## src/rtl/ddr_spc_pkg.sv

```systemverilog
package ddr_spc_pkg;

    localparam int LAT_W  = 4;
    localparam int SKEW_W = 3;
    localparam int CNT_W  = 6;

    typedef enum logic [1:0] {
        CMD_NOP = 2'd0,
        CMD_RD  = 2'd1,
        CMD_WR  = 2'd2,
        CMD_BST = 2'd3
    } cmd_e;

    typedef enum logic [1:0] {
        CAUSE_NONE  = 2'd0,
        CAUSE_RD2WR = 2'd1,
        CAUSE_RD2RD = 2'd2
    } cause_e;

    typedef struct packed {
        logic [LAT_W-1:0]  rl;
        logic [LAT_W-1:0]  wl;
        logic [1:0]        bl_code;
        logic [SKEW_W-1:0] skew;
    } cfg_t;

    // Clocks of data-bus occupancy per burst (BL/2).
    function automatic logic [CNT_W-1:0] burst_clocks(input logic [1:0] code);
        case (code)
            2'd0:    return CNT_W'(2);
            2'd1:    return CNT_W'(4);
            default: return CNT_W'(8);
        endcase
    endfunction

endpackage

```

## src/rtl/spc_downcnt.sv

```systemverilog
module spc_downcnt #(
    parameter int W = 6
) (
    input  logic         clk,
    input  logic         rst,
    input  logic         load,
    input  logic [W-1:0] load_val,
    output logic         zero
);
    logic [W-1:0] cnt_q;

    always_ff @(posedge clk) begin
        if (rst)
            cnt_q <= '0;
        else if (load)
            cnt_q <= load_val;
        else if (cnt_q != '0)
            cnt_q <= cnt_q - W'(1);
    end

    assign zero = (cnt_q == '0);

    // a counter at zero stays at zero without a load
    p_zero_holds_r2: assert property (@(posedge clk) disable iff (rst)
        (zero && !load) |=> zero);
endmodule

```

## src/rtl/spc_gap_calc.sv

```systemverilog
module spc_gap_calc
    import ddr_spc_pkg::*;
(
    input  cfg_t             cfg,
    input  logic [CNT_W-1:0] since_rd,
    output logic [CNT_W-1:0] half_bl,
    output logic [CNT_W-1:0] rd_load,
    output logic [CNT_W-1:0] bst_load,
    output logic [CNT_W-1:0] rr_load
);
    localparam int SW = CNT_W + 2;

    logic [SW-1:0] base, pos_rd, neg_rd, pos_bst, neg_bst, eff_half;

    always_comb begin
        half_bl  = burst_clocks(cfg.bl_code);
        base     = SW'(cfg.rl) + SW'(cfg.skew) + SW'(1);
        eff_half = (since_rd < half_bl) ? SW'(since_rd) : SW'(half_bl);
        pos_rd   = base + SW'(half_bl);
        neg_rd   = SW'(cfg.wl);
        pos_bst  = base + eff_half;
        neg_bst  = SW'(cfg.wl) + SW'(since_rd);
        // Counter value after the load edge is the remaining gap minus one.
        rd_load  = (pos_rd  > neg_rd)  ? CNT_W'(pos_rd  - neg_rd  - SW'(1)) : '0;
        bst_load = (pos_bst > neg_bst) ? CNT_W'(pos_bst - neg_bst - SW'(1)) : '0;
        rr_load  = half_bl - CNT_W'(1);
    end
endmodule

```

## src/rtl/ddr_cmd_spacer.sv

```systemverilog
module ddr_cmd_spacer
    import ddr_spc_pkg::*;
#(
    parameter int BANK_W = 3,
    parameter int COL_W  = 10
) (
    input  logic              clk,
    input  logic              rst,
    input  logic              req_valid,
    input  logic [1:0]        req_cmd,
    input  logic [BANK_W-1:0] req_bank,
    input  logic [COL_W-1:0]  req_col,
    input  logic [LAT_W-1:0]  cfg_rl,
    input  logic [LAT_W-1:0]  cfg_wl,
    input  logic [1:0]        cfg_bl,
    input  logic [SKEW_W-1:0] cfg_skew,
    output logic              req_grant,
    output logic              stall,
    output logic [1:0]        stall_cause,
    output logic [1:0]        bus_cmd,
    output logic [BANK_W-1:0] bus_bank,
    output logic [COL_W-1:0]  bus_col
);
    localparam logic [CNT_W-1:0] SINCE_MAX = '1;

    cfg_t             cfg;
    cmd_e             req_c;
    cause_e           cause;
    logic [CNT_W-1:0] since_q, half_bl, rd_load, bst_load, rr_load;
    logic             r2w_zero, r2r_zero, blk_w, blk_r;
    logic             rd_go, bst_go, rd_active;

    assign cfg   = '{rl: cfg_rl, wl: cfg_wl, bl_code: cfg_bl, skew: cfg_skew};
    assign req_c = cmd_e'(req_cmd);

    spc_gap_calc u_calc (
        .cfg      (cfg),
        .since_rd (since_q),
        .half_bl  (half_bl),
        .rd_load  (rd_load),
        .bst_load (bst_load),
        .rr_load  (rr_load)
    );

    always_comb begin
        blk_w     = (req_c == CMD_WR) && !r2w_zero;
        blk_r     = (req_c == CMD_RD) && !r2r_zero;
        stall     = req_valid && (blk_w || blk_r);
        req_grant = req_valid && !(blk_w || blk_r);
        if (!stall)     cause = CAUSE_NONE;
        else if (blk_w) cause = CAUSE_RD2WR;
        else            cause = CAUSE_RD2RD;
        rd_active = (since_q < half_bl);
        rd_go     = req_grant && (req_c == CMD_RD);
        bst_go    = req_grant && (req_c == CMD_BST) && rd_active;
    end
    assign stall_cause = cause;

    spc_downcnt #(.W(CNT_W)) u_r2w (
        .clk      (clk),
        .rst      (rst),
        .load     (rd_go || bst_go),
        .load_val (rd_go ? rd_load : bst_load),
        .zero     (r2w_zero)
    );

    spc_downcnt #(.W(CNT_W)) u_r2r (
        .clk      (clk),
        .rst      (rst),
        .load     (rd_go),
        .load_val (rr_load),
        .zero     (r2r_zero)
    );

    // Clocks elapsed since the last granted READ, saturating.
    always_ff @(posedge clk) begin
        if (rst)
            since_q <= SINCE_MAX;
        else if (rd_go)
            since_q <= CNT_W'(1);
        else if (since_q != SINCE_MAX)
            since_q <= since_q + CNT_W'(1);
    end

    always_ff @(posedge clk) begin
        if (rst) begin
            bus_cmd  <= CMD_NOP;
            bus_bank <= '0;
            bus_col  <= '0;
        end else begin
            bus_cmd  <= req_grant ? req_cmd : CMD_NOP;
            bus_bank <= req_bank;
            bus_col  <= req_col;
        end
    end

    // a stall leaves NOP on the bus next cycle
    p_stall_nop_r6: assert property (@(posedge clk) disable iff (rst)
        stall |=> (bus_cmd == CMD_NOP));
    // granted command reaches the bus one clock later
    p_bus_follows_r6: assert property (@(posedge clk) disable iff (rst)
        req_grant |=> (bus_cmd == $past(req_cmd)));
    // terminate is never held
    p_bst_granted_r7: assert property (@(posedge clk) disable iff (rst)
        (req_valid && req_cmd == CMD_BST) |-> req_grant);
    // no cause code without a stall
    p_cause_idle_r8: assert property (@(posedge clk) disable iff (rst)
        !stall |-> (stall_cause == CAUSE_NONE));
    // two READs are never granted in consecutive cycles
    p_rr_spacing_r3: assert property (@(posedge clk) disable iff (rst)
        (req_grant && req_cmd == CMD_RD) |=> !(req_grant && req_cmd == CMD_RD));
endmodule

```

## config.mk

```make
export PLATFORM = sky130hd
export DESIGN_NAME = ddr_cmd_spacer
export DESIGN_NICKNAME = d
export VERILOG_FILES = /design/src/rtl/ddr_spc_pkg.sv /design/src/rtl/spc_downcnt.sv /design/src/rtl/spc_gap_calc.sv /design/src/rtl/ddr_cmd_spacer.sv
export SDC_FILE = /design/constraint.sdc
export NUM_CORES = 1
export LEC_CHECK = 0
export BUFFER_PORTS_ARGS = -buffer_cell sky130_fd_sc_hd__clkbuf_2
export CAP_MARGIN = 25
export CORE_MARGIN = 8
export CORE_UTILIZATION = 50
export DETAILED_ROUTE_END_ITERATION = 8
export PLACE_DENSITY_LB_ADDON = 0.25
export SLEW_MARGIN = 25
export SYNTH_ARGS = -nofsm -noshare
export SYNTH_HDL_FRONTEND = slang
export SYNTH_SLANG_ARGS = --single-unit
export TNS_END_PERCENT = 5
```

## constraint.sdc

```tcl
create_clock -name clk -period 13.9 [get_ports clk]
set_input_delay 3.475 -clock clk [delete_from_list [all_inputs] [get_ports clk]]
set_output_delay 3.475 -clock clk [all_outputs]
set_load 0.005 [all_outputs]
```

# Yosys cells after proc, flatten, opt, wreduce, memory -nomap -nowiden
# Index checks and enable logic that the tools add are counted.
# word_totals
reg_bits	33
inputBits	31
out_inout_bits	19
word_cells	64
# classes
addsub	13
magnitude_cmp	3
n_eq_ne	5
muxes	13
bitwise_logic	1
reduce_logical	22
# op_table
operator	n
$mux 6	10
$sub 6x1->6 const B	4
$logic_not 6->1	2
$reduce_bool 6->1	2
$add 8x1->8 const B	1
$add 8x4->8	1
$add 8x6->8	1
$gt 8x4->1	1
$gt 8x7->1	1
$pmux 4 s2	1
$add 4x6->7	1
$logic_and 1x1->1	7
$add 6x1->6 const B	1
$lt 6x4->1	1
$ne 6x6->1 const B	1
$reduce_bool 2->1	3
$sub 6x4->6	1
$sub 6x6->6	1
$add 4x3->5	1
$sub 4x1->5 const B	1
$eq 2x1->1 const B	2
$eq 2x2->1 const B	2
$mux 2	2
$reduce_or 2->1	2
other kinds (4)	7

# Logic depth before layout (Yosys ltp)
# depth
word_depth	10
ltp_mapped	19
ltp_nobuf	19

# Cells and area by module
# A second synthesis with hierarchy kept.
# unflattened
hier_cells	376
area_unflattened_um2	3154.3
# by_module_without_submodules
module	n_inst	cells_each	area_each_um2	seq_area_each_um2
spc_gap_calc	1	172	1395.1	0.0
ddr_cmd_spacer	1	112	968.4	420.4
spc_downcnt	2	46	395.4	120.1

# Worst setup path before layout
# Ideal clock, no wire load.
# synth_path
path_type	input-to-output
startpoint	input req_cmd[1]
endpoint	output req_grant
t_arrival_ps	3899
required_ps	10425
path_slack_ps	6526
cell_stages	3
n_path_buf	0
cell_sequence	nor2_1 > a22oi_1 > and2_1
# synth_between
elab_chain_cells	5
elab_cells_between_ends	7
# synth_rtl
element	line_no	text
start, declared	ddr_cmd_spacer.sv:10	input logic [1:0] req_cmd,
$eq 2x2->1 / $eq 2x1->1 (equally long branches)	ddr_cmd_spacer.sv:46, ddr_cmd_spacer.sv:47	
$logic_and 1x1->1 (on tied branches)	ddr_cmd_spacer.sv:46, ddr_cmd_spacer.sv:47	
$logic_or 1x1->1 *	ddr_cmd_spacer.sv:49	req_grant = req_valid && !(blk_w || blk_r);
$logic_not 1->1 *	ddr_cmd_spacer.sv:49	
$logic_and 1x1->1 *	ddr_cmd_spacer.sv:49	
end, declared	ddr_cmd_spacer.sv:17	output logic req_grant,
# Every way passes the cells marked *; elsewhere a longest branch is shown, timed or not.

# Worst setup path after layout
# Same ends and word-level chain as after synthesis.

==> flow_results.xml <==
<?xml version="1.0" encoding="UTF-8"?>
<metrics>
  <group name="sta">
    <metric name="finalClockSkew" unit="ns">0.005443</metric>
    <metric name="grt_setup_unrepaired" unit="">false</metric>
    <metric name="tightest_slew" unit="ns">0.5820</metric>
    <metric name="timing_max_transition_violations_final" unit="">0</metric>
    <metric name="final.period_utilization" unit="">0.5554</metric>
    <metric name="report.final.setup_viol" unit="">0</metric>
    <metric name="final.hold.worst_slack" unit="ns">0.5720</metric>
    <metric name="setup_slack_of_the_critical_path_after_layout" unit="ns">6.180</metric>
    <metric name="final.min_clock_period" unit="ns">7.720</metric>
    <metric name="hold_violations_final" unit="">0</metric>
    <metric name="setup-tns-final" unit="ns">0</metric>
    <metric name="fmax" unit="GHz">0.1295</metric>
    <metric name="slew_headroom" unit="">0.6094</metric>
  </group>
  <group name="cts">
    <metric name="max-clock-path-buffers" unit="">2</metric>
    <metric name="clock_tree.root_cell" unit="">sky130_fd_sc_hd__clkbuf_8</metric>
    <metric name="post-cts-setup-buffer-count" unit="">0</metric>
    <metric name="clk_transition_reported_paths" unit="ns">0.07</metric>
    <metric name="cts-htree-levels" unit="">2</metric>
    <metric name="cts.hold.buffers_added" unit="">0</metric>
    <metric name="clk_latency" unit="ns">0.28</metric>
    <metric name="post_cts.resized_instances" unit="">0</metric>
    <metric name="cts_inserted_buffers" unit="">5</metric>
    <metric name="cts_tree" unit="">built</metric>
    <metric name="clock_sink_count" unit="">33</metric>
  </group>
  <group name="cells_and_area">
    <metric name="nNetsFinal" unit="">466</metric>
    <metric name="multi_input_comb_area" unit="sq um">2044</metric>
    <metric name="area.growth.synth_to_final" unit="%">14.67</metric>
    <metric name="drive_above_1_share" unit="">0.1709</metric>
    <metric name="fillCellCount" unit="">502</metric>
    <metric name="layout.area.seq" unit="sq um">660.6</metric>
    <metric name="finalInstanceArea" unit="sq um">3277</metric>
    <metric name="finish.cell_count_without_fillers" unit="">464</metric>
    <metric name="num_antenna_cells" unit="">0</metric>
  </group>
  <group name="worst_hold_path">
    <metric name="hold_path.startpoint" unit="">u_r2r.cnt_q[5]</metric>
    <metric name="holdPathStages" unit="">2</metric>
    <metric name="min_path_type" unit="">reg2reg</metric>
    <metric name="min_to" unit="">u_r2r.cnt_q[5]</metric>
  </group>
  <group name="floorplanning">
    <metric name="floorplan.die_area" unit="sq um">8391</metric>
    <metric name="fp.dieW" unit="um">91.60</metric>
    <metric name="dieHeight" unit="um">91.60</metric>
    <metric name="floorplan.core_area" unit="sq um">5507</metric>
    <metric name="ioPinCount" unit="">50</metric>
    <metric name="initial_core_util" unit="">0.5190</metric>
    <metric name="rows" unit="">27</metric>
  </group>
  <group name="routing">
    <metric name="routedWlPerCell" unit="um">13.98</metric>
    <metric name="via_count" unit="">2539</metric>
    <metric name="drt-initial-drc-count" unit="">146</metric>
    <metric name="route.antenna.remaining_nets" unit="">0</metric>
    <metric name="route.detailed.vias_per_inst" unit="">5.472</metric>
    <metric name="detail_route.first_pass.iterations" unit="">4</metric>
    <metric name="routed_wire_length" unit="mm">6.489</metric>
    <metric name="detail_route.drc_violations" unit="">0</metric>
  </group>
  <group name="worst_setup_path">
    <metric name="timing.rr.start" unit="">since_q[2]</metric>
    <metric name="regToRegEndpoint" unit="">u_r2w.cnt_q[1]</metric>
    <metric name="crit_type" unit="">in2out</metric>
    <metric name="cp-start-kind" unit="">primary input</metric>
    <metric name="worst-r2r-cell-count" unit="">16</metric>
    <metric name="path_max_fanout" unit="">8</metric>
    <metric name="worstSetupStartpoint" unit="">req_cmd[1]</metric>
    <metric name="required" unit="ns">10.43</metric>
    <metric name="worst-endpoint-arrival" unit="ns">4.25</metric>
    <metric name="setup.worst_path.end_class" unit="">output pin</metric>
    <metric name="regToRegSetupSlack" unit="ns">9.76</metric>
  </group>
  <group name="pwr">
    <metric name="leakage" unit="nW">1.598</metric>
    <metric name="cellPowerDensity" unit="nW/um^2">197.9</metric>
    <metric name="vdd.ir_drop.worst" unit="mV">0.07850</metric>
  </group>
  <group name="placed_design">
    <metric name="placed_cells" unit="">456</metric>
    <metric name="placed_area" unit="sq um">3161</metric>
    <metric name="port_buffers" unit="">49</metric>
    <metric name="detailed_placer_s_ending_hpwl" unit="mm">5.281</metric>
    <metric name="placement.setup.worst_slack" unit="ns">6.175</metric>
    <metric name="gpl.final_weighted_congestion" unit="">0.8404</metric>
  </group>
  <group name="logic_synthesis">
    <metric name="synth_top_area_share" unit="">0.2312</metric>
    <metric name="yosys_warnings" unit="">0</metric>
    <metric name="synth_cell_type_count" unit="">50</metric>
    <metric name="post_synth_inst_count" unit="">342</metric>
    <metric name="yosysMostFrequentCell" unit="">sky130_fd_sc_hd__ha_1</metric>
    <metric name="synth_ff_type" unit="">sky130_fd_sc_hd__dfxtp_1</metric>
    <metric name="fraction_of_the_yosys_area_taken_by_sequential_cells" unit="">0.2312</metric>
    <metric name="syn-cell-area" unit="sq um">2858</metric>
    <metric name="synthDominantAreaCellType" unit="">sky130_fd_sc_hd__dfxtp_1</metric>
    <metric name="synth_area_per_cell" unit="sq um">8.356</metric>
    <metric name="async_reset_ff_frac" unit="">0</metric>
    <metric name="postSynthRegisterBits" unit="">33</metric>
    <metric name="synth_enable_flop_cells" unit="">0</metric>
    <metric name="synthTopCellsByCount" unit="">38 x sky130_fd_sc_hd__ha_1, 33 x sky130_fd_sc_hd__dfxtp_1, 30 x sky130_fd_sc_hd__inv_1</metric>
    <metric name="top_post_synthesis_cells_by_area" unit="">sky130_fd_sc_hd__dfxtp_1 23%, sky130_fd_sc_hd__ha_1 17%, sky130_fd_sc_hd__xnor2_1 5.2%</metric>
  </group>
  <group name="grt">
    <metric name="groute.usage.overall" unit="">0.1559</metric>
    <metric name="grt_antenna_before_repair" unit="">0</metric>
    <metric name="first_global_vias" unit="">2474</metric>
    <metric name="grt.overflow.total" unit="">0</metric>
    <metric name="global_route_wire_length_before_repair" unit="mm">11.05</metric>
    <metric name="maximum_number_of_pins_on_one_net_before_global_route_repair" unit="">26</metric>
  </group>
  <group name="run_status">
    <metric name="run_status" unit="">finished clean</metric>
  </group>
  <group name="run">
    <metric name="cap_violations" unit="">0</metric>
  </group>
</metrics>
-- layout by cell type, fill, tap and decap left out, types with 7 or more instances in the layout --
master / n
sky130_fd_sc_hd__o211ai_1: 7
sky130_fd_sc_hd__nand3_1: 11
sky130_fd_sc_hd__ha_1: 38
sky130_fd_sc_hd__inv_1: 30
sky130_fd_sc_hd__xnor2_1: 17
sky130_fd_sc_hd__dfxtp_1: 33
sky130_fd_sc_hd__o21ai_0: 17
sky130_fd_sc_hd__a21o_1: 8
sky130_fd_sc_hd__nor2b_1: 22
sky130_fd_sc_hd__clkbuf_2: 49
sky130_fd_sc_hd__a21oi_1: 19
sky130_fd_sc_hd__nor2_1: 15
sky130_fd_sc_hd__xor2_1: 14
sky130_fd_sc_hd__nor3_1: 15
sky130_fd_sc_hd__nand2_1: 20
-- cell families (layout without fill, tap and decap cells) --
| logic type | Yosys count | count (layout) | synth area share |
|---|---|---|---|
| AOI/OAI and AO/OA | 79 | 79 | 0.1756 |
| xor gates and xnor gates | 31 | 31 | 0.09501 |
| adders and majority gates | 44 | 44 | 0.2084 |
| buffers and inverters | 40 | 88 | 0.05604 |
| DFF | 33 | 33 | 0.2312 |
| muxes | 7 | 7 | 0.02627 |
| other | 1 | 3 | 0.001312 |
| and+or+nand+nor | 107 | 107 | 0.2062 |
-- final cells by class --
class                   count  share of cell area
clock buffers               7             0.02635
clock inverters             1            0.009164
inverters                  30             0.03436
multi-input cells         271              0.6239
flip-flops and latches     33              0.2016
well taps                  72             0.02749
repair buffers             50             0.07713
-- report_power, final --
part           switching (W)  internal (W)
Clock              0.0000333     0.0000584
Sequential         0.0000269      0.000119
Combinational       0.000219      0.000191
Total               0.000279      0.000369
-- state kept, by name (all words and copies together), names as in the netlist --
register / count
u_r2r.cnt_q: 6
bus_col: 10
since_q: 6
u_r2w.cnt_q: 6
bus_cmd: 2
bus_bank: 3
-- layer usage --
| metal | routed length [um] | vias to the layer above | global-route usage | part of all wire |
|---|---|---|---|---|
| met4 | 114 | 0 | 0.05457 | 0.018 |
| met5 | 0 | - | 0 | 0 |
| met3 | 330 | 10 | 0.02963 | 0.051 |
| li1 | - | 1304 | - | - |
| met2 | 3087 | 70 | 0.2773 | 0.48 |
| met1 | 2957 | 1155 | 0.1806 | 0.46 |
-- metrics by stage --
step	util	total power, W
after CTS	0.5951	0.0006472
after floorplan	-	0.0004736
after global routing	0.5951	0.0007107
after detailed placement	0.5740	0.0005516
after global placement	0.5740	0.0005427
final	0.5951	0.0006483
-- worst max-delay path, cell delays in order --
cell and delay, ns:
sky130_fd_sc_hd__clkbuf_2 0.15, sky130_fd_sc_hd__nor2_1 0.22, sky130_fd_sc_hd__a22oi_1 0.13, sky130_fd_sc_hd__and2_1 0.16
sky130_fd_sc_hd__clkbuf_2 0.10
-- worst max path at each step --
stage	cells after the start	endpoint
CTS	5	req_grant
detailed placement	5	req_grant
global placement	5	req_grant
finish	5	req_grant
global route	5	req_grant
floorplan	3	req_grant
Power figures use the tool's default switching activity.
